==> src/rtl/esb_pq_pkg.sv <==
package esb_pq_pkg;

  typedef enum logic [2:0] {
    OP_NONE,
    OP_TRIG,
    OP_EOI,
    OP_QUERY,
    OP_SET,
    OP_INJECT,
    OP_BAD
  } esbOp_e;

  typedef struct packed {
    logic   fire;
    logic   isLoad;
    logic   sizeOk;
    logic   esc;
    logic [1:0] setVal;
    esbOp_e op;
  } esbStrobe_t;

  // returns {next PQ, forward}
  function automatic logic [2:0] pqTrigger(input logic [1:0] pq);
    case (pq)
      2'b00:   return {2'b10, 1'b1};
      2'b01:   return {2'b01, 1'b0};
      default: return {2'b11, 1'b0};
    endcase
  endfunction

  function automatic logic [2:0] pqEoi(input logic [1:0] pq);
    case (pq)
      2'b00:   return {2'b00, 1'b0};
      2'b01:   return {2'b01, 1'b0};
      2'b10:   return {2'b00, 1'b0};
      default: return {2'b10, 1'b1};
    endcase
  endfunction

endpackage

==> src/rtl/esb_pq_ctrl.sv <==
module esb_pq_ctrl
  import esb_pq_pkg::*;
#(
  parameter int PAGE_SHIFT = 12,
  parameter int IDX_W = 3,
  parameter int ADDR_W = PAGE_SHIFT + 1 + IDX_W
) (
  input  logic              reqValid,
  input  logic              reqWrite,
  input  logic [ADDR_W-1:0] reqAddr,
  input  logic [3:0]        reqSize,
  output esbStrobe_t        strobe,
  output logic [IDX_W-1:0]  reqIdx
);

  logic [11:0] pageOff;

  assign pageOff = reqAddr[11:0];
  assign reqIdx  = reqAddr[ADDR_W-1:PAGE_SHIFT+1];

  always_comb begin
    strobe        = '0;
    strobe.fire   = reqValid;
    strobe.isLoad = !reqWrite;
    strobe.sizeOk = (reqSize == 4'd8);
    strobe.esc    = reqAddr[PAGE_SHIFT];
    strobe.setVal = pageOff[9:8];
    strobe.op     = OP_NONE;
    if (reqValid) begin
      if (!reqWrite) begin
        if (!pageOff[11])            strobe.op = OP_EOI;
        else if (!pageOff[10])       strobe.op = OP_QUERY;
        else                         strobe.op = OP_SET;
      end else begin
        case (pageOff[11:10])
          2'b00:   strobe.op = OP_TRIG;
          2'b01:   strobe.op = OP_EOI;
          2'b10:   strobe.op = OP_INJECT;
          default: strobe.op = OP_BAD;
        endcase
      end
    end
  end

endmodule

==> src/rtl/esb_pq_datapath.sv <==
module esb_pq_datapath
  import esb_pq_pkg::*;
#(
  parameter int NUM_DESC = 6,
  parameter int IDX_W = 3
) (
  input  logic             clk,
  input  logic             rstN,
  input  esbStrobe_t       strobe,
  input  logic [IDX_W-1:0] reqIdx,
  input  logic             cfgWe,
  input  logic [IDX_W-1:0] cfgIdx,
  input  logic             cfgValid,
  input  logic [1:0]       cfgPqNotify,
  input  logic [1:0]       cfgPqEscal,
  output logic             rspValid,
  output logic [63:0]      rspData,
  output logic             notifyPulse,
  output logic [IDX_W-1:0] notifyIdx,
  output logic             notifyEsc
);

  logic [NUM_DESC-1:0] descValid;
  logic [1:0]          pqNotify [NUM_DESC];
  logic [1:0]          pqEscal  [NUM_DESC];

  logic       selValid;
  logic [1:0] selN, selE, curPq, nxtPq;
  logic       fwd, actOk, wbEn;
  logic [63:0] retVal;

  always_comb begin
    selValid = 1'b0;
    selN     = 2'b00;
    selE     = 2'b00;
    for (int i = 0; i < NUM_DESC; i++) begin
      if (reqIdx == IDX_W'(i)) begin
        selValid = descValid[i];
        selN     = pqNotify[i];
        selE     = pqEscal[i];
      end
    end
  end

  assign curPq = strobe.esc ? selE : selN;
  assign actOk = strobe.fire && strobe.sizeOk && selValid && !cfgWe;

  always_comb begin
    nxtPq  = curPq;
    fwd    = 1'b0;
    retVal = '1;
    case (strobe.op)
      OP_TRIG:   {nxtPq, fwd} = pqTrigger(curPq);
      OP_EOI: begin
        {nxtPq, fwd} = pqEoi(curPq);
        retVal = {63'd0, fwd};
      end
      OP_QUERY:  retVal = {62'd0, curPq};
      OP_SET: begin
        nxtPq  = strobe.setVal;
        retVal = {62'd0, curPq};
      end
      OP_INJECT: fwd = !strobe.esc;
      default: ;
    endcase
  end

  assign wbEn = actOk && (nxtPq != curPq);

  always_ff @(posedge clk) begin
    if (!rstN) begin
      descValid <= '0;
      for (int i = 0; i < NUM_DESC; i++) begin
        pqNotify[i] <= 2'b00;
        pqEscal[i]  <= 2'b00;
      end
    end else begin
      for (int i = 0; i < NUM_DESC; i++) begin
        if (cfgWe && cfgIdx == IDX_W'(i)) begin
          descValid[i] <= cfgValid;
          pqNotify[i]  <= cfgPqNotify;
          pqEscal[i]   <= cfgPqEscal;
        end else if (wbEn && reqIdx == IDX_W'(i)) begin
          if (strobe.esc) pqEscal[i]  <= nxtPq;
          else            pqNotify[i] <= nxtPq;
        end
      end
    end
  end

  always_ff @(posedge clk) begin
    if (!rstN) begin
      rspValid    <= 1'b0;
      rspData     <= '0;
      notifyPulse <= 1'b0;
      notifyIdx   <= '0;
      notifyEsc   <= 1'b0;
    end else begin
      rspValid    <= strobe.fire && strobe.isLoad && !cfgWe;
      rspData     <= actOk ? retVal : '1;
      notifyPulse <= actOk && !strobe.isLoad && fwd;
      notifyIdx   <= reqIdx;
      notifyEsc   <= strobe.esc;
    end
  end

endmodule

==> src/rtl/esb_pq_port.sv <==
module esb_pq_port
  import esb_pq_pkg::*;
#(
  parameter int NUM_DESC = 6,
  parameter int PAGE_SHIFT = 12,
  localparam int IDX_W = (NUM_DESC > 1) ? $clog2(NUM_DESC) : 1,
  localparam int ADDR_W = PAGE_SHIFT + 1 + IDX_W
) (
  input  logic              clk,
  input  logic              rstN,
  input  logic              reqValid,
  input  logic              reqWrite,
  input  logic [ADDR_W-1:0] reqAddr,
  input  logic [3:0]        reqSize,
  input  logic              cfgWe,
  input  logic [IDX_W-1:0]  cfgIdx,
  input  logic              cfgValid,
  input  logic [1:0]        cfgPqNotify,
  input  logic [1:0]        cfgPqEscal,
  output logic              rspValid,
  output logic [63:0]       rspData,
  output logic              notifyPulse,
  output logic [IDX_W-1:0]  notifyIdx,
  output logic              notifyEsc
);

  esbStrobe_t       strobe;
  logic [IDX_W-1:0] reqIdx;

  esb_pq_ctrl #(.PAGE_SHIFT(PAGE_SHIFT), .IDX_W(IDX_W), .ADDR_W(ADDR_W)) u_ctrl (
    .reqValid(reqValid), .reqWrite(reqWrite), .reqAddr(reqAddr),
    .reqSize(reqSize), .strobe(strobe), .reqIdx(reqIdx)
  );

  esb_pq_datapath #(.NUM_DESC(NUM_DESC), .IDX_W(IDX_W)) u_dp (
    .clk(clk), .rstN(rstN), .strobe(strobe), .reqIdx(reqIdx),
    .cfgWe(cfgWe), .cfgIdx(cfgIdx), .cfgValid(cfgValid),
    .cfgPqNotify(cfgPqNotify), .cfgPqEscal(cfgPqEscal),
    .rspValid(rspValid), .rspData(rspData),
    .notifyPulse(notifyPulse), .notifyIdx(notifyIdx), .notifyEsc(notifyEsc)
  );

endmodule

==> config.mk <==
export PLATFORM = sky130hd
export DESIGN_NAME = esb_pq_port
export DESIGN_NICKNAME = d
export VERILOG_FILES = /design/src/rtl/esb_pq_pkg.sv /design/src/rtl/esb_pq_ctrl.sv /design/src/rtl/esb_pq_datapath.sv /design/src/rtl/esb_pq_port.sv
export SDC_FILE = /design/constraint.sdc
export NUM_CORES = 1
export LEC_CHECK = 0
export BUFFER_PORTS_ARGS = -buffer_cell sky130_fd_sc_hd__buf_4
export CORE_MARGIN = 2
export CORE_UTILIZATION = 54
export DETAILED_ROUTE_END_ITERATION = 10
export PLACE_DENSITY_LB_ADDON = 0.08
export SYNTH_ARGS = -nofsm -noshare
export SYNTH_HDL_FRONTEND = slang
export SYNTH_SLANG_ARGS = --single-unit
==> constraint.sdc <==
create_clock -name clk -period 7.7 [get_ports clk]
set_clock_uncertainty 0.2 [all_clocks]
set_input_delay 0.77 -clock clk [delete_from_list [all_inputs] [get_ports clk]]
set_output_delay 0.77 -clock clk [all_outputs]
set_load 0.02 [all_outputs]
# Yosys cells after proc, flatten, opt, wreduce, memory -nomap -nowiden
# Memory sizes are Yosys's and may differ from the RTL's.
# Index checks and enable logic that the tools add are counted.
dict set report totals {
  output_inout_bits 70
  reg_bits 76
  mem_count 2
  mem_bits_ro 0
  ram_bits 24
  latch_bits 0
}
# name depth word_bits rd rd_ports_with_merged_regs wr line
set memory_table {}
lappend memory_table {u_dp.pqEscal 6 2 6 0 6 esb_pq_datapath.sv:25} ;# logic [1:0] pqEscal [NUM_DESC];
lappend memory_table {u_dp.pqNotify 6 2 6 0 6 esb_pq_datapath.sv:24} ;# logic [1:0] pqNotify [NUM_DESC];
dict set report op_classes {
  n_reduce_logical 29
  shifts 0
  magnitude_cmp 0
  n_bitwise 24
  multipliers 0
  n_div 0
  n_mux 123
  n_eq_ne 21
  n_addsub 0
}
# cell count
set op_table {}
lappend op_table {{$pmux 64 s2} 1}
lappend op_table {{$mux 1} 75}
lappend op_table {{$mux 2} 37}
lappend op_table {{$mux 64} 1}
lappend op_table {{$or 1x1->1} 24}
lappend op_table {{$logic_and 1x1->1} 20}
lappend op_table {{$eq 3x2->1 const B} 6}
lappend op_table {{$eq 3x3->1 const B} 6}
lappend op_table {{$mux 3} 4}
lappend op_table {{$pmux 3 s2} 2}
lappend op_table {{$eq 3x1->1 const B} 3}
lappend op_table {{$pmux 3 s3} 1}
lappend op_table {{$logic_not 3->1} 2}
lappend op_table {{$pmux 2 s3} 1}
lappend op_table {{$eq 2x1->1 const B} 2}
lappend op_table {{$eq 2x2->1 const B} 2}
lappend op_table {{$eq 4x4->1 const B} 1}
lappend op_table {{$logic_not 2->1} 2}
lappend op_table {{$reduce_or 2->1} 2}
lappend op_table {{$logic_not 1->1} 3}
lappend op_table {{$pmux 1 s3} 1}
lappend op_table {{$ne 2x2->1} 1}

# Logic depth before layout (Yosys ltp)
dict set report logic_depth {
  depth_word 20
  mapped_depth 10
}

# Hierarchy
# A second synthesis with hierarchy kept.
dict set report unflattened {
  hier_cells 339
  area_unflattened_um2 3070.4
}
# module area_per_inst_um2 cells_per_inst instances
set by_module_without_submodules {}
lappend by_module_without_submodules {esb_pq_datapath 2966.6 325 1}
lappend by_module_without_submodules {esb_pq_ctrl 103.8 14 1}

# Worst setup path before layout
# Ideal clock, no wire load.
dict set report synth_timing {
  path_kind {input-to-reg}
  startpoint {in reqAddr[15]}
  endpoint {mem u_dp.pqEscal[3][0] (netlist: u_dp.pqEscal[0][6]), data pin}
  path_buffers 2
  setup_ns 0.254
  t_required_ns 7.246
  cell_stages 9
  setup_slack_ns 4.581
  arrival_time_ns 2.665
  cell_sequence {buf_4 nor3b_1 a211oi_2 o221ai_1 and2_1 buf_6 mux2_4 o311a_1 o21a_1}
}
# item line
set synth_lines {}
lappend synth_lines {{from (decl)} esb_pq_port.sv:13} ;# input logic [ADDR_W-1:0] reqAddr,
lappend synth_lines {{to (decl)} esb_pq_datapath.sv:25}

==> results.cfg <==
[clock_network]
tritoncts = built
cts.repair.resized = 0
clkSlewWorstSetupHoldPaths_ps = 80
ctsLongestPathBuffers = 2
ctsHtreeMaxLevel = 2
post_cts_buffers = 0
clk_root_buffer_cell = clkbuf_8
worst_skew_pair.late_latency_ps = 290
cts_made_buffers = 5
quantity_of_hold_fixing_buffers_added_after_cts = 0
clock_sink_count = 39

[global_routing]
grt_antenna_before_repair = 0
grt_pass1_vias = 2125
grt_overflow_total = 0
grt_usage = 0.224
largest_net_degree_at_the_start_of_global_routing = 63
grt_pass1_wl_mm = 10.6

[sta]
tightestPinTransition_ps = 995
fin_crit_sh = 0.439
timing.final.crit_period_ps = 3380
final.hold.worst_slack_ps = 266
final-setup-viol-count = 0
fmaxAchievable_ghz = 0.296
hold_violations = 0
setup-tns-final_ps = 0
maxSlewHeadroom = 0.334
rsz0062_at_grt = false
final-max-slew-violation-count = 0

[layout]
final_cell_mix = buf_4, nand2_1, edfxtp_1
layout.core_utilization = 0.632
design_area_um2 = 3250
layout-drive-gt1-share = 0.336
antenna-diode-count = 0
area.growth.synth_to_final_pct = 12.0
most_common_library_cell_in_the_layout_ignoring_fill_and_taps = buf_4
nets = 374

[power_and_ir_drop]
power_frac_clock = 0.274
seq_power_share = 0.474
power.ir.vdd_worst_v = 0.0000806
combinationalPowerShare = 0.252
netSwitchingPower_uw = 158
sw_frac_of_total = 0.314
power_total_uw = 502
internal-power_uw = 345
power.density_cell_area_nw_per_um2 = 155
power_leakage_uw = 0.00134

[routing]
drc = 0
number_of_drc_markers_in_iteration_0 = 251
ant_nets = 0
routed_wl_mm = 6.63
routedWlPerCell_um = 16.1
viasPerCell = 5.75
first_pass_iters = 5
routed-via-count = 2371

[run_status]
status = complete, no violations

[die]
floorplan.die.height_um = 77.3
ioPinCount = 103
floorplan.initialDensity = 0.564
core_region_area_um2 = 5140
floorplan.die.width_um = 77.3
dieArea_um2 = 5970
row_count = 26

[placed_design]
numPortBuffers = 94
post-dp-hpwl_mm = 5.06
postPlaceCellArea_um2 = 3160
gp_routability_congestion = 0.895

[logic_synthesis]
synth_seq_area_share = 0.352
yosys.cell_types.count = 56
netlist_area_um2 = 2900
synth_enable_flop_cells = 24
syn_avg_cell_area_um2 = 9.26
postSynth.asyncResetShare = 0
post_synth_inst_count = 313
synth_ff_type = edfxtp_1
synthesis_warning_total = 0
synth_nets = 346
postSynthRegisterBits = 39

[worst_setup_path]
setup.worst_path.end_class = flip-flop
worst_path_max_delay_cell = o311ai_1
max_stage_delay_ps = 510
critPathArrivalTime_ps = 3180
timing.critical_path.fanout_max = 17
setup.worst_path.class = primary input to flip-flop
worstPathCellList = buf_4 > nand2b_1 > nor2_1 > o221ai_1 > and2_1 > mux2_4 > o311ai_1 > a22oi_1
reg2reg_slack_ps = 4750
worst-endpoint-required_ps = 7500
setup.worst_path.start_class = primary input

[worst_hold_path]
worstHoldPathType = flip-flop to flip-flop

[flow_run]
max_cap_viol_count = 0
Yosys cell counts, types with 2 or more instances:
master	count	share of area
and3_1	5	0.011
a211o_1	2	0.0060
edfxtp_1	24	0.25
a311o_1	4	0.014
inv_1	2	0.0026
a21oi_1	7	0.012
nor2b_1	11	0.024
mux2i_1	17	0.059
o211ai_1	5	0.013
nand3_1	15	0.026
nor2_1	20	0.026
o21ai_0	2	0.0035
buf_4	63	0.16
dfxtp_1	15	0.10
o22ai_1	5	0.011
o32ai_1	4	0.012
o31ai_1	3	0.0078
and2_1	12	0.026
nand3b_1	4	0.010
o21ai_1	5	0.0086
nor3b_1	3	0.0078
a22oi_1	4	0.010
o311ai_1	3	0.0091
nand2b_1	6	0.013
o21a_1	2	0.0052
a31o_2	2	0.0060
nand2_1	28	0.036
buf_6	3	0.012
clkbuf_1	5	0.0065
o221ai_1	3	0.0091
and3b_1	2	0.0060
a211oi_1	3	0.0078
power by group through the flow:
stage	sequential, uW	combinational, uW	clock (uW)
detailed placement	243	126	0
finish	238	126	138
global route	240	135	150
CTS	239	126	140
global placement	243	125	0
floorplan	244	96.8	0
worst max-delay path: cells and delay by family:
kind,cells,cell delay (ps)
buffers and inverters,1,230
AND/OR/NAND/NOR,3,810
AO/OA/AOI/OAI,3,970
multiplexers,1,390
stage by stage:
stage	setup slack [ps]	std cells
after floorplan	4580	313
after global placement	4050	404
after detailed placement	4060	404
after CTS	4360	412
after global routing	4140	412
final	4320	412
layer usage:
layer	share of wire	wire length (um)	GRT usage
met2	0.49	3240	0.370
met3	0.084	557	0.0435
met4	0.021	142	0.0625
met1	0.41	2690	0.298
met5	0	0	0
path summary, 6_finish.rpt:
kind                 startpoint                  to  cells past startpoint
max                 reqAddr[15]  u_dp.pqEscal[0][4]                      8
min reg2reg   u_dp.descValid[3]   u_dp.descValid[3]                      2
max reg2reg  u_dp.pqEscal[0][3]  u_dp.pqEscal[0][4]                      7
min           u_dp.descValid[3]   u_dp.descValid[3]                      2
registers in the layout, indices dropped and copies added (netlist names):
name              count
u_dp.pqEscal         12
u_dp.pqNotify        12
u_dp.descValid        6
u_dp.notifyIdx        3
u_dp.rspData          3
u_dp.notifyEsc        1
u_dp.notifyPulse      1
u_dp.rspValid         1
cells by family after synthesis:
kind of cell,share of synthesized area
and+or+nand+nor,0.210
buffers and inverters,0.188
AOI/OAI and AO/OA,0.177
DFF,0.352
muxes,0.0725
layout make-up:
class                   instances  area [um^2]
fillers                       476         1890
repair buffers                 94          706
multi-input cells             198         1330
clock inverters                 3         20.0
well taps                      70         87.6
flip-flops and latches         39         1020
inverters                       3         11.3
clock buffers                   5         68.8
Power figures use the tool's default switching activity.
